[config.mk]
export PLATFORM = sky130hd
export DESIGN_NAME = hc_prefix_adder
export DESIGN_NICKNAME = d
export VERILOG_FILES = /design/src/rtl/hc_adder_pkg.sv /design/src/rtl/hc_pg_gen.sv /design/src/rtl/hc_dot_cell.sv /design/src/rtl/hc_prefix_net.sv /design/src/rtl/hc_sum_stage.sv /design/src/rtl/hc_prefix_adder.sv
export SDC_FILE = /design/constraint.sdc
export NUM_CORES = 1
export LEC_CHECK = 0
export CAP_MARGIN = 15
export CORE_MARGIN = 2
export CORE_UTILIZATION = 39
export DETAILED_ROUTE_END_ITERATION = 8
export PLACE_DENSITY_LB_ADDON = 0.2
export RECOVER_POWER = 100
export SLEW_MARGIN = 20
export SYNTH_ARGS = -nofsm -noshare
export SYNTH_HDL_FRONTEND = slang
export SYNTH_SLANG_ARGS = --single-unit
[constraint.sdc]
create_clock -name vclk -period 12.4
set_input_delay 3.72 -clock vclk [all_inputs]
set_output_delay 3.72 -clock vclk [all_outputs]
set_load 0.005 [all_outputs]
[src/rtl/hc_adder_pkg.sv]
package hc_adder_pkg;

  // Group signal pair carried through the prefix network.
  typedef struct packed {
    logic g;
    logic p;
  } grp_t;

  // Associative prefix operator: high group absorbs the low group below it.
  function automatic grp_t grp_merge(input grp_t hi, input grp_t lo);
    grp_t r;
    r.g = hi.g | (hi.p & lo.g);
    r.p = hi.p & lo.p;
    return r;
  endfunction

  function automatic bit is_pow2(input int unsigned v);
    return (v >= 2) && ((v & (v - 1)) == 0);
  endfunction

endpackage

[src/rtl/hc_pg_gen.sv]
module hc_pg_gen #(
  parameter int N = 16
) (
  input  logic [N-1:0] op_x,
  input  logic [N-1:0] op_y,
  output logic [N-1:0] bit_g,
  output logic [N-1:0] bit_p
);

  genvar i;
  generate
    for (i = 0; i < N; i++) begin : g_bit
      assign bit_g[i] = op_x[i] & op_y[i];
      assign bit_p[i] = op_x[i] ^ op_y[i];
    end
  endgenerate

endmodule

[src/rtl/hc_dot_cell.sv]
module hc_dot_cell
  import hc_adder_pkg::*;
(
  input  logic g_hi,
  input  logic p_hi,
  input  logic g_lo,
  input  logic p_lo,
  output logic g_o,
  output logic p_o
);

  grp_t res;

  always_comb begin
    res = grp_merge('{g: g_hi, p: p_hi}, '{g: g_lo, p: p_lo});
  end

  assign g_o = res.g;
  assign p_o = res.p;

endmodule

[src/rtl/hc_prefix_net.sv]
module hc_prefix_net #(
  parameter int N = 16
) (
  input  logic [N-1:0] bit_g,
  input  logic [N-1:0] bit_p,
  input  logic         cin,
  output logic [N-1:0] grp_g
);

  localparam int LOG    = $clog2(N);
  localparam int LEVELS = LOG + 1;

  genvar k, i;
  generate
    for (k = 0; k <= LEVELS; k++) begin : lv
      logic [N-1:0] g;
      logic [N-1:0] p;
      if (k == 0) begin : g_seed
        // Fold the carry-in into the group of bit 0.
        assign g[0] = bit_g[0] | (bit_p[0] & cin);
        assign p[0] = bit_p[0];
        if (N > 1) begin : g_rest
          assign g[N-1:1] = bit_g[N-1:1];
          assign p[N-1:1] = bit_p[N-1:1];
        end
      end else begin : g_level
        for (i = 0; i < N; i++) begin : col
          // Span of this level: 1 for the pairing level, doubling on odd
          // positions, then 1 again for the even fill-in level.
          localparam int D = (k == 1 || k == LEVELS) ? 1 : (1 << (k - 1));
          localparam bit ODD_STEP  = (k < LEVELS) && (i % 2 == 1) && (i >= D);
          localparam bit EVEN_STEP = (k == LEVELS) && (i % 2 == 0) && (i >= 2);
          if (ODD_STEP || EVEN_STEP) begin : g_dot
            hc_dot_cell u_dot (
              .g_hi (lv[k-1].g[i]),
              .p_hi (lv[k-1].p[i]),
              .g_lo (lv[k-1].g[i-D]),
              .p_lo (lv[k-1].p[i-D]),
              .g_o  (g[i]),
              .p_o  (p[i])
            );
          end else begin : g_pass
            assign g[i] = lv[k-1].g[i];
            assign p[i] = lv[k-1].p[i];
          end
        end
      end
    end
  endgenerate

  assign grp_g = lv[LEVELS].g;

  // Checks on the finished network against the seed level.
  logic run_p;
  always_comb begin
    run_p = 1'b1;
    for (int j = 0; j < N; j++) begin
      run_p = run_p & lv[0].p[j];
      // each final group propagate is the AND of the seed propagates below it
      a_r1_group_propagate: assert (lv[LEVELS].p[j] == run_p)
        else $error("group propagate wrong at %0d", j);
    end
    if (lv[0].g == '0) begin
      // no seed generate anywhere means no group generate anywhere
      a_r4_no_generate: assert (lv[LEVELS].g == '0)
        else $error("carry appeared without a generate");
    end
    if (lv[0].g == '1) begin
      // every seed generating means every group generates
      a_r5_all_generate: assert (lv[LEVELS].g == '1)
        else $error("group generate missing with full generate");
    end
  end

endmodule

[src/rtl/hc_sum_stage.sv]
module hc_sum_stage #(
  parameter int N = 16
) (
  input  logic [N-1:0] bit_p,
  input  logic [N-1:0] grp_g,
  input  logic         cin,
  output logic [N-1:0] sum,
  output logic         carry_out
);

  logic [N-1:0] carry_in_vec;

  genvar i;
  generate
    for (i = 0; i < N; i++) begin : g_sum
      if (i == 0) begin : g_lsb
        assign carry_in_vec[i] = cin;
      end else begin : g_up
        assign carry_in_vec[i] = grp_g[i-1];
      end
      assign sum[i] = bit_p[i] ^ carry_in_vec[i];
    end
  endgenerate

  assign carry_out = grp_g[N-1];

endmodule

[src/rtl/hc_prefix_adder.sv]
module hc_prefix_adder
  import hc_adder_pkg::*;
#(
  parameter int N = 16
) (
  input  logic [N-1:0] a,
  input  logic [N-1:0] b,
  input  logic         cin,
  output logic [N-1:0] sum,
  output logic         carry_out
);

  generate
    if (!is_pow2(N)) begin : g_bad_width
      $error("hc_prefix_adder: N must be a power of two and at least 2 (R7)");
    end
  endgenerate

  logic [N-1:0] bit_g;
  logic [N-1:0] bit_p;
  logic [N-1:0] grp_g;

  hc_pg_gen #(.N(N)) u_pg (
    .op_x  (a),
    .op_y  (b),
    .bit_g (bit_g),
    .bit_p (bit_p)
  );

  hc_prefix_net #(.N(N)) u_net (
    .bit_g (bit_g),
    .bit_p (bit_p),
    .cin   (cin),
    .grp_g (grp_g)
  );

  hc_sum_stage #(.N(N)) u_sum (
    .bit_p     (bit_p),
    .grp_g     (grp_g),
    .cin       (cin),
    .sum       (sum),
    .carry_out (carry_out)
  );

  // Port-level checks against plain arithmetic.
  logic [N:0] ref_total;
  always_comb begin
    ref_total = {1'b0, a} + {1'b0, b} + {{N{1'b0}}, cin};
    a_r1_sum_value: assert (sum == ref_total[N-1:0])
      else $error("sum mismatch");
    a_r2_carry_out: assert (carry_out == ref_total[N])
      else $error("carry-out mismatch");
    a_r6_lsb: assert (sum[0] == (a[0] ^ b[0] ^ cin))
      else $error("bit 0 sum mismatch");
    if ((a ^ b) == '1) begin
      a_r3_full_propagate: assert ((carry_out == cin) && (sum == (cin ? '0 : '1)))
        else $error("full propagate chain wrong");
    end
  end

endmodule

==> impl_metrics.env <==
export IMPL_status="completed"
export IMPL_p_per_area_mw_per_mm2=49.3
export IMPL_routed_wl_um=1610
export IMPL_comb_power_share=1.000
export IMPL_avgSynthCellArea_um2=8.56
export IMPL_clockPowerShare=0
export IMPL_fin_hold_ws_ps=8620
export IMPL_fillers=140
export IMPL_drv_slew=0
export IMPL_arrival_ps=6760
export IMPL_p_leak_uw=0.000556
export IMPL_cp_num_cells=11
export IMPL_dieArea_mm2=0.00211
export IMPL_relSlewSlack=0.775
export IMPL_finalCoreUtilization=0.710
export IMPL_synth_area_leaders="fa_1 (26%), ha_1 (26%), xor2_1 (7.7%)"
export IMPL_grt_max_degree=5
export IMPL_first_iter_violations=8
export IMPL_dieHeight_um=45.9
export IMPL_fin_crit_sh=0.845
export IMPL_drc=0
export IMPL_seq_cell_count=0
export IMPL_antenna_found_initial=0
export IMPL_path_max_fanout=3
export IMPL_cpPeakStageDelay_ps=580
export IMPL_area_growth_pct=75.1
export IMPL_drtPass1Iterations=4
export IMPL_grt_usage=0.159
export IMPL_dieWidth_um=45.9
export IMPL_start_kind="input pin"
export IMPL_vdd_ir_drop_worst_mv=0.0300
export IMPL_cts_hold_buffers=0
export IMPL_syn_num_nets=136
export IMPL_num_vias=727
export IMPL_n_clock_buffer=0
export IMPL_crit_family="buffers and inverters"
export IMPL_core_area_mm2=0.00169
export IMPL_maxCapViolCount=0
export IMPL_finalSetupTns_ps=0
export IMPL_yosys_cell_types_count=22
export IMPL_p_sw_uw=22.9
export IMPL_gp_congestion=0.798
export IMPL_grt_pass1_vias=636
export IMPL_power_frac_seq=0
export IMPL_min_path_cells=3
export IMPL_p_int_uw=36.1
export IMPL_cts_resized=0
export IMPL_clock_fmax_mhz=95.4
export IMPL_setup_viol=0
export IMPL_crit_buf_inv=3
export IMPL_yosys_warnings=0
export IMPL_hold_end="sum[14]"
export IMPL_min_path_type="in2out"
export IMPL_dp_hpwl_um=1510
export IMPL_multi_input_area_um2=632
export IMPL_avgRoutedWirePerCell_um=10.9
export IMPL_cp_required_ps=8680
export IMPL_antenna_cells=0
export IMPL_rows=15
export IMPL_ioPinCount=50
export IMPL_vias_per_cell=4.95
export IMPL_placed_area_mm2=0.00121
export IMPL_fin_area_mm2=0.00120
export IMPL_netlist_area_leader_share=0.263
export IMPL_syn_area_um2=684
export IMPL_netlist_instances=80
export IMPL_initial_core_util=0.405
export IMPL_fin_crit_ps=10480
export IMPL_post_cts_setup_buffer_count=0
export IMPL_yosys_area_top_type="fa_1"
export IMPL_critPathMostFrequentCell="fa_1"
export IMPL_finalHoldViolCount=0
export IMPL_end_kind="primary output"
export IMPL_tightest_slew_ps=334
export IMPL_final_nets=188
export IMPL_grt_pass1_wl_um=2590
export IMPL_drive_above_1_share=0.0154
export IMPL_path_class="in2out"
export IMPL_cp_slowest_cell="dlygate4sd3_1"
export IMPL_area_sequential_um2=0
export IMPL_portBuffers=50
export IMPL_synth_seq_area_share=0
export IMPL_hp_start="b[14]"
export IMPL_swShare=0.388
export IMPL_grt_ovfl_total=0
export IMPL_ant_nets=0
export IMPL_grt_setup_unrepaired="no"
export IMPL_worstPathCellList="clkdlybuf4s50_1 -> inv_1 -> fa_1 -> fa_1 -> nor2b_1 -> o31a_2 -> o211ai_2 -> o41ai_1 -> fa_1 -> xor2_1 -> dlygate4sd3_1"
==> worst max-delay path by stage <==
stage	slack, ps	start	to
2_1_floorplan	3040	a[0]	sum[14]
3_3_place_gp	2040	a[0]	sum[14]
3_5_place_dp	1990	a[0]	sum[14]
4_1_cts	1990	a[0]	sum[14]
5_1_grt	1700	a[0]	sum[15]
6_report	1920	a[0]	sum[15]
==> cells by family after synthesis <==
logic type               synth area share
AO/OA/AOI/OAI                       0.238
adder cells (fa/ha/maj)             0.519
AND/OR/NAND/NOR                    0.0878
buffers and inverters              0.0658
XOR/XNOR                           0.0896
==> metrics by stage <==
step           total power, uW  worst slack [ps]  cells
2_1_floorplan             27.1              3040     80
3_3_place_gp              63.5              2040    147
3_5_place_dp              65.0              1990    147
4_1_cts                   65.2              1990    147
5_1_grt                   66.5              1700    147
6_report                  59.0              1920    147
==> cell usage in the layout, fill, tap and decap left out, drive strengths merged, types with 2 or more instances in the layout <==
cell and instances:
clkdlybuf4s50 34, nor2 4, inv 12, xor2 6
a21oi 8, ha 14, a211oi 2, o21ai 6
fa 9, nand2 7, dlygate4sd3 16
==> area by class of cell <==
class                      count  area share
multi-input combinational     68       0.527
timing repair buffer          50       0.418
tap                           17      0.0177
inverter                      12      0.0376
==> layer usage <==
| layer | track usage | wire, um |
|---|---|---|
| met1 | 0.240 | 713 |
| met3 | 0.00794 | 110 |
| met4 | 0 | 0 |
| met5 | 0 | 0 |
| met2 | 0.261 | 781 |
==> synthesized netlist by cell type (2+ instances only) <==
master    number
inv_1         12
xor2_1         6
a211oi_1       2
fa_1           9
nor2_1         4
o21ai_0        5
nand2_1        7
a21oi_1        8
ha_1          14
==> power groups by stage <==
stage	registers, uW	clock network [uW]	logic, uW
floorplan	0	0	27.1
global placement	0	0	63.5
detailed placement	0	0	65.0
CTS	0	0	65.2
global route	0	0	66.5
finish	0	0	59.0
No activity file was read; power rests on OpenSTA's default activity.
